`src/rtl/eoc_pkg.sv`:
```
package eoc_pkg;

    typedef enum logic [2:0] {
        SQ_IDLE,
        SQ_FREEZE,
        SQ_CMD,
        SQ_LE,
        SQ_TE,
        SQ_CLEAR,
        SQ_EVENT
    } seq_state_t;

endpackage

```
`src/rtl/eoc_gray_ts.sv`:
```
module eoc_gray_ts #(
    parameter int TS_W = 12
) (
    input  logic            clk,
    input  logic            rst_n,
    output logic [TS_W-1:0] gray_o
);

    logic [TS_W-1:0] bin_q;

    always_ff @(posedge clk or negedge rst_n) begin
        if (!rst_n) bin_q <= '0;
        else        bin_q <= bin_q + 1'b1;
    end

    assign gray_o = bin_q ^ (bin_q >> 1);

    // one bit flips per step
    p_gray_step_r1: assert property (@(posedge clk) disable iff (!rst_n)
        $past(rst_n) |-> ($countones(gray_o ^ $past(gray_o)) == 1));

endmodule

```
`src/rtl/eoc_hit_fifo.sv`:
```
module eoc_hit_fifo #(
    parameter int W        = 31,
    parameter int DEPTH    = 16,
    parameter int AF_LEVEL = 14
) (
    input  logic         clk,
    input  logic         rst_n,
    input  logic         wr_i,
    input  logic [W-1:0] wr_data_i,
    input  logic         rd_i,
    output logic [W-1:0] head_o,
    output logic         empty_o,
    output logic         af_o,
    output logic         full_o,
    output logic         ovf_o,
    output logic         unf_o
);

    localparam int AW = (DEPTH > 1) ? $clog2(DEPTH) : 1;
    localparam int CW = $clog2(DEPTH + 1);

    logic [W-1:0]  mem [DEPTH];
    logic [AW-1:0] wptr_q, rptr_q;
    logic [CW-1:0] count_q;
    logic          wr_ok, rd_ok;

    assign empty_o = (count_q == '0);
    assign full_o  = (count_q == CW'(DEPTH));
    assign af_o    = (count_q >= CW'(AF_LEVEL));
    assign wr_ok   = wr_i && !full_o;
    assign rd_ok   = rd_i && !empty_o;
    assign head_o  = mem[rptr_q];

    always_ff @(posedge clk) begin
        if (wr_ok) mem[wptr_q] <= wr_data_i;
    end

    always_ff @(posedge clk or negedge rst_n) begin
        if (!rst_n) begin
            wptr_q  <= '0;
            rptr_q  <= '0;
            count_q <= '0;
            ovf_o   <= 1'b0;
            unf_o   <= 1'b0;
        end else begin
            if (wr_ok) wptr_q <= (wptr_q == AW'(DEPTH - 1)) ? '0 : wptr_q + 1'b1;
            if (rd_ok) rptr_q <= (rptr_q == AW'(DEPTH - 1)) ? '0 : rptr_q + 1'b1;
            unique case ({wr_ok, rd_ok})
                2'b10:   count_q <= count_q + 1'b1;
                2'b01:   count_q <= count_q - 1'b1;
                default: count_q <= count_q;
            endcase
            if (wr_i && full_o)  ovf_o <= 1'b1;
            if (rd_i && empty_o) unf_o <= 1'b1;
        end
    end

    // occupancy bounded by the depth
    p_count_bound_r4: assert property (@(posedge clk) disable iff (!rst_n)
        count_q <= CW'(DEPTH));
    // a write into a full store without a read changes nothing
    p_no_overflow_r8: assert property (@(posedge clk) disable iff (!rst_n)
        (full_o && wr_i && !rd_i) |=> (full_o && $stable(wptr_q)));
    // a read from an empty store without a write changes nothing
    p_no_underflow_r9: assert property (@(posedge clk) disable iff (!rst_n)
        (empty_o && rd_i && !wr_i) |=> (empty_o && $stable(rptr_q)));
    // sticky overflow
    p_ovf_sticky_r8: assert property (@(posedge clk) disable iff (!rst_n)
        ovf_o |=> ovf_o);
    // sticky underflow
    p_unf_sticky_r9: assert property (@(posedge clk) disable iff (!rst_n)
        unf_o |=> unf_o);

endmodule

```
`src/rtl/eoc_col_seq.sv`:
```
module eoc_col_seq
    import eoc_pkg::*;
#(
    parameter int ID_W = 7,
    parameter int TS_W = 12
) (
    input  logic                     clk,
    input  logic                     rst_n,
    input  logic                     hit_pending_i,
    input  logic [ID_W-1:0]          col_id_i,
    input  logic [TS_W-1:0]          col_le_i,
    input  logic [TS_W-1:0]          col_te_i,
    input  logic                     evt_req_i,
    input  logic                     dp_clear_i,
    input  logic                     af_i,
    input  logic [TS_W-1:0]          stamp_i,
    output logic                     freeze_o,
    output logic                     read_cmd_o,
    output logic                     read_le_o,
    output logic                     read_te_o,
    output logic                     clear_hit_o,
    output logic                     dp_present_o,
    output logic                     wr_o,
    output logic [ID_W+2*TS_W-1:0]   wr_rec_o
);

    localparam logic [ID_W-1:0] DUMMY_ID = '1;

    seq_state_t      state_q, state_d;
    logic [ID_W-1:0] cap_id_q;
    logic [TS_W-1:0] cap_le_q, cap_te_q, evt_stamp_q, evt_num_q;
    logic            pend_q, scan_act, enter_evt;

    assign enter_evt = (state_q == SQ_IDLE) && pend_q;

    always_ff @(posedge clk or negedge rst_n) begin
        if (!rst_n) state_q <= SQ_IDLE;
        else        state_q <= state_d;
    end

    always_comb begin
        state_d = state_q;
        unique case (state_q)
            SQ_IDLE: begin
                if (pend_q)                        state_d = SQ_EVENT;
                else if (hit_pending_i && !af_i)   state_d = SQ_FREEZE;
            end
            SQ_FREEZE: state_d = SQ_CMD;
            SQ_CMD:    state_d = SQ_LE;
            SQ_LE:     state_d = SQ_TE;
            SQ_TE:     state_d = SQ_CLEAR;
            SQ_CLEAR:  state_d = SQ_IDLE;
            SQ_EVENT:  state_d = SQ_IDLE;
            default:   state_d = SQ_IDLE;
        endcase
    end

    always_comb begin
        scan_act    = 1'b0;
        read_cmd_o  = 1'b0;
        read_le_o   = 1'b0;
        read_te_o   = 1'b0;
        clear_hit_o = 1'b0;
        wr_o        = 1'b0;
        wr_rec_o    = {cap_id_q, cap_le_q, cap_te_q};
        unique case (state_q)
            SQ_IDLE:   ;
            SQ_FREEZE: scan_act = 1'b1;
            SQ_CMD:    begin scan_act = 1'b1; read_cmd_o = 1'b1; end
            SQ_LE:     begin scan_act = 1'b1; read_le_o  = 1'b1; end
            SQ_TE:     begin scan_act = 1'b1; read_te_o  = 1'b1; end
            SQ_CLEAR:  begin scan_act = 1'b1; clear_hit_o = 1'b1; wr_o = 1'b1; end
            SQ_EVENT:  begin
                wr_o     = 1'b1;
                wr_rec_o = {DUMMY_ID, evt_stamp_q, evt_num_q};
            end
            default:   ;
        endcase
        freeze_o = scan_act || af_i;
    end

    always_ff @(posedge clk or negedge rst_n) begin
        if (!rst_n) begin
            cap_id_q     <= '0;
            cap_le_q     <= '0;
            cap_te_q     <= '0;
            evt_stamp_q  <= '0;
            evt_num_q    <= '0;
            pend_q       <= 1'b0;
            dp_present_o <= 1'b0;
        end else begin
            if (state_q == SQ_LE) begin
                cap_id_q <= col_id_i;
                cap_le_q <= col_le_i;
            end
            if (state_q == SQ_TE) cap_te_q <= col_te_i;
            if (evt_req_i && !pend_q) begin
                pend_q      <= 1'b1;
                evt_stamp_q <= stamp_i;
            end else if (enter_evt) begin
                pend_q <= 1'b0;
            end
            if (enter_evt)       dp_present_o <= 1'b1;
            else if (dp_clear_i) dp_present_o <= 1'b0;
            if (state_q == SQ_EVENT) evt_num_q <= evt_num_q + 1'b1;
        end
    end

    // strobe ordering
    p_le_after_cmd_r2: assert property (@(posedge clk) disable iff (!rst_n)
        read_le_o |-> $past(read_cmd_o));
    p_te_after_le_r2: assert property (@(posedge clk) disable iff (!rst_n)
        read_te_o |-> $past(read_le_o));
    p_clear_after_te_r2: assert property (@(posedge clk) disable iff (!rst_n)
        clear_hit_o |-> $past(read_te_o));
    // a scan only starts from an edge with occupancy below the level
    p_scan_pause_r5: assert property (@(posedge clk) disable iff (!rst_n)
        (state_q == SQ_FREEZE) |-> $past(!af_i));
    // the served marker is flagged
    p_dp_flag_r7: assert property (@(posedge clk) disable iff (!rst_n)
        (state_q == SQ_EVENT) |-> dp_present_o);

endmodule

```
`src/rtl/eoc_hit_buffer.sv`:
```
module eoc_hit_buffer #(
    parameter int ID_W     = 7,
    parameter int TS_W     = 12,
    parameter int DEPTH    = 16,
    parameter int AF_LEVEL = 14
) (
    input  logic            clk,
    input  logic            rst_n,
    output logic [TS_W-1:0] ts_gray,
    input  logic            hit_pending,
    input  logic [ID_W-1:0] col_id,
    input  logic [TS_W-1:0] col_le,
    input  logic [TS_W-1:0] col_te,
    output logic            freeze,
    output logic            read_cmd,
    output logic            read_le,
    output logic            read_te,
    output logic            clear_hit,
    input  logic            evt_req,
    output logic            dp_present,
    input  logic            dp_clear,
    input  logic            rd_en,
    output logic [ID_W-1:0] rd_id,
    output logic [TS_W-1:0] rd_le,
    output logic [TS_W-1:0] rd_te,
    output logic            empty,
    output logic            almost_full,
    output logic            full,
    output logic            busy,
    output logic            ovf_err,
    output logic            unf_err
);

    localparam int REC_W = ID_W + 2 * TS_W;

    logic             wr;
    logic [REC_W-1:0] wr_rec, head;
    logic             af;

    eoc_gray_ts #(.TS_W(TS_W)) u_ts (
        .clk    (clk),
        .rst_n  (rst_n),
        .gray_o (ts_gray)
    );

    eoc_col_seq #(.ID_W(ID_W), .TS_W(TS_W)) u_seq (
        .clk           (clk),
        .rst_n         (rst_n),
        .hit_pending_i (hit_pending),
        .col_id_i      (col_id),
        .col_le_i      (col_le),
        .col_te_i      (col_te),
        .evt_req_i     (evt_req),
        .dp_clear_i    (dp_clear),
        .af_i          (af),
        .stamp_i       (ts_gray),
        .freeze_o      (freeze),
        .read_cmd_o    (read_cmd),
        .read_le_o     (read_le),
        .read_te_o     (read_te),
        .clear_hit_o   (clear_hit),
        .dp_present_o  (dp_present),
        .wr_o          (wr),
        .wr_rec_o      (wr_rec)
    );

    eoc_hit_fifo #(.W(REC_W), .DEPTH(DEPTH), .AF_LEVEL(AF_LEVEL)) u_fifo (
        .clk       (clk),
        .rst_n     (rst_n),
        .wr_i      (wr),
        .wr_data_i (wr_rec),
        .rd_i      (rd_en),
        .head_o    (head),
        .empty_o   (empty),
        .af_o      (af),
        .full_o    (full),
        .ovf_o     (ovf_err),
        .unf_o     (unf_err)
    );

    assign almost_full          = af;
    assign busy                 = af;
    assign {rd_id, rd_le, rd_te} = head;

    // back-pressure always comes with frozen pixels
    p_busy_freeze_r5: assert property (@(posedge clk) disable iff (!rst_n)
        busy |-> freeze);
    // full implies almost-full
    p_full_af_r4: assert property (@(posedge clk) disable iff (!rst_n)
        full |-> almost_full);

endmodule

```
`config.mk`:
```
export PLATFORM = sky130hd
export DESIGN_NAME = eoc_hit_buffer
export DESIGN_NICKNAME = d
export VERILOG_FILES = /design/src/rtl/eoc_pkg.sv /design/src/rtl/eoc_gray_ts.sv /design/src/rtl/eoc_hit_fifo.sv /design/src/rtl/eoc_col_seq.sv /design/src/rtl/eoc_hit_buffer.sv
export SDC_FILE = /design/constraint.sdc
export NUM_CORES = 1
export LEC_CHECK = 0
export ABC_AREA = 1
export CAP_MARGIN = 10
export CORE_ASPECT_RATIO = 1.75
export CORE_UTILIZATION = 61
export CTS_CLUSTER_SIZE = 14
export DETAILED_ROUTE_END_ITERATION = 12
export PLACE_DENSITY = 0.84
export REMOVE_ABC_BUFFERS = 1
export SYNTH_ARGS = -nofsm -noshare
export SYNTH_HDL_FRONTEND = slang
export SYNTH_SLANG_ARGS = --single-unit
```
`constraint.sdc`:
```
create_clock -name clk -period 3.9 [get_ports clk]
set_input_delay 0.78 -clock clk [delete_from_list [all_inputs] [get_ports clk]]
set_output_delay 0.78 -clock clk [all_outputs]
set_load 0.05 [all_outputs]
```
==> results.cfg <==
[floorplan]
coreArea_um2 = 38400
fp.dieW_um = 151
ios = 92
rows = 95
dieArea_um2 = 39800
start_util_pct = 61.9
die_h_um = 263

[synthesis]
async_flop_share_pct = 14.9
synth-seq-cells = 583
synth-main-ff-cell = edfxtp_1
synth_edf_count = 496
synth.distinct_cells = 27
yosys_warnings = 0
postSynthAreaPerCell_um2 = 11.5
netlist_instances = 2064
seq_area_frac_synth_pct = 71.9
syn_area_um2 = 23800

[layout]
drive_above_1_share_pct = 7.70
final_area_um2 = 27000
num_antenna_cells = 0
nNetsFinal = 2200
layout.cells.non_filler = 2667
syn_to_final_growth_pct = 13.6

[pwr]
combPwrFrac_pct = 41.1
p_switching_mw = 9.19
power_mw = 22.5
p_clk_share_pct = 20.3
internal_power_mw = 13.3
switching_share_pct = 40.9
power_density_nw_per_um2 = 833
power_leakage_nw = 10.2
seq_power_share_pct = 38.6
ir_drop_mv = 0.783

[sta]
skew_ns = 0.0317
slew_headroom_pct = 30.0
finalMaxSlewViolations = 0
max_freq_ghz = 0.263
fin_crit_sh_pct = 97.3
hold_violations = 0
rsz0062_at_grt = no
timing.final.ws_setup_ns = 0.104
finalCriticalPeriod_ns = 3.80
whs_ns = 0.340
worst_pin_slew_ns = 1.05
setup_violations = 0

[critical_path]
arrival_ns = 3.02
crit_path_end_kind = primary output
cp_top_family = buffers and inverters
worst-setup-path-type = flop to primary output
cp_cell_sequence = inv_6, buf_4, nand2_1, nand3_1, nand2_1, a21oi_1, nand2_1, nand2_1, buf_12
r2r_setup_slack_ns = 0.91
r2r_end = u_fifo.mem[4][11]$_DFFE_PP_
max_stage_delay_ns = 0.55
rr_worst_depth = 8
rr_startpoint = u_seq.state_q[1]$_DFFE_PN0P_
critPathMostFrequentCell = nand2_1
timing.critical_path.buf_inv = 3
crit_fanout = 69
path_depth = 9
crit_path_start_kind = flop
crit_slowest_cell = dfrtp_4
cp.required_ns = 3.12

[global_route]
grt_pass1_vias = 16600
track_usage_pct = 30.7
antenna_found_initial = 1
grt_pass1_wl_um = 90400
grt-ovfl-total = 0
grt_max_degree = 274

[clock_tree]
cts_buffer_depth = 3
cts_hold_buf = 0
tritoncts = done
post-cts-setup-buffers = 0
insertion_delay_ns = 0.58
numCtsBuffers = 49
cts_num_sinks = 583
ctsRootBufferMaster = clkbuf_16
clkTransAtPathRegs_ns = 0.06
htreeDepth = 2

[drt]
vias = 16600
viasPerCell = 6.22
wl_um = 60600
drtIter0Drc = 1891
drt-wirelength-per-cell_um = 22.7
drc = 0
drtPass1Iterations = 6
ant_nets = 0

[placement]
dp_slack_ns = 0.842
dp_cells = 2576
dpl-instance-area_um2 = 25500
place_congestion = 0.799
dpl.hpwl_um = 32800
io_buffers = 91

[run_status]
outcome = complete, no violations

[min_path]
min_path_type = input port to async pin

[job]
cap_violations = 0
[power by group through the flow]
stage | combinational (mW) | clock, mW | sequential (mW)
final | 9.24 | 4.57 | 8.67
after global routing | 9.88 | 4.79 | 8.71
after CTS | 9.06 | 4.57 | 8.65
after detailed placement | 8.94 | 0 | 8.76
after global placement | 8.65 | 0 | 8.73
after floorplan | 5.40 | 0 | 9.00
[sequential cells by signal (all words and copies together), names as in the netlist, 3 cells and up]
name               cells
u_fifo.count_q         5
u_fifo.mem           496
u_fifo.rptr_q          4
u_fifo.wptr_q          4
u_seq.cap_id_q         7
u_seq.cap_le_q        12
u_seq.cap_te_q        12
u_seq.evt_num_q       12
u_seq.evt_stamp_q     12
u_seq.state_q          3
u_ts.bin_q            12
[what timing repair did]
| action | in CTS | in global routing |
|---|---|---|
| setup endpoints to repair | 1 | 1 |
| gates resized for setup | 1 | 0 |
| gates cloned | 0 | 1 |
[logic make-up after synthesis]
family,Yosys count,synth area share (%)
adders and majority gates,20,1.05
buffers and inverters,187,3.28
xor gates and xnor gates,22,0.811
and+or+nand+nor,895,14.8
DFF,583,71.9
AOI/OAI and AO/OA,357,8.23
[worst max path at each step]
stage                                       startpoint       end  slack (ns)
after floorplan           u_fifo.rptr_q[0]$_DFFE_PN0P_  rd_id[5]       -5.30
after global placement    u_fifo.rptr_q[0]$_DFFE_PN0P_  rd_id[2]        0.94
after global routing      u_fifo.rptr_q[0]$_DFFE_PN0P_  rd_te[9]       0.006
final                     u_fifo.rptr_q[0]$_DFFE_PN0P_  rd_te[9]        0.10
after detailed placement  u_fifo.rptr_q[0]$_DFFE_PN0P_  rd_le[2]        0.84
after CTS                 u_fifo.rptr_q[0]$_DFFE_PN0P_  rd_te[9]        0.05
[area by class of cell]
type | instances | area (um^2)
Sequential cell | 583 | 17100
Tap cell | 485 | 607
Clock inverter | 5 | 36.3
Fill cell | 2505 | 11400
Multi-Input combinational cell | 1294 | 6040
Clock buffer | 85 | 1410
Timing Repair Buffer | 139 | 1520
Inverter | 76 | 290
[stage by stage]
stage | utilization [%] | setup TNS, ns
3_5_place_dp | 66.4 | 0
6_report | 70.3 | 0
2_1_floorplan | - | -174.97
4_1_cts | 70.2 | 0
3_3_place_gp | 66.4 | 0
5_1_grt | 70.3 | 0
[Yosys cell counts, types with 5 or more instances]
master | n | area, um^2
nor2_1 | 189 | 709
o211ai_1 | 63 | 473
xnor2_1 | 7 | 61.3
clkbuf_1 | 52 | 195
buf_1 | 8 | 30.0
nand4_1 | 5 | 31.3
nand3_1 | 84 | 420
xor2_1 | 15 | 131
a21oi_1 | 138 | 691
ha_1 | 20 | 250
nand2_1 | 604 | 2270
inv_1 | 74 | 278
buf_4 | 5 | 37.5
o21ai_0 | 150 | 751
or2_2 | 7 | 43.8
buf_2 | 46 | 230
edfxtp_1 | 496 | 14900
dfrtp_1 | 87 | 2180
[per-layer routing]
metal  wire length, um  vias up  global-route usage, %  share of wire (%)
met3              5590      214                   4.38                9.2
met4              2780        0                   16.4                4.6
met2             31600     1048                   51.9                 52
met5                 0        -                      0                  0
li1                  -     7291                      -                  -
met1             20600     8044                   37.8                 34
[placed cells by master (no fill, tap or decap), drive strengths merged, types with 4 or more instances in the layout]
master	instances
clkinv	4
nand2	604
nand4	5
nand3	84
buf	79
ha	20
o211ai	63
clkbuf	86
o21ai	151
clkdlybuf4s50	59
xor2	15
nor3	4
a21oi	138
edfxtp	496
nor2	190
dfrtp	87
inv	76
or2	7
xnor2	7
(Power assumes the default switching activity.)
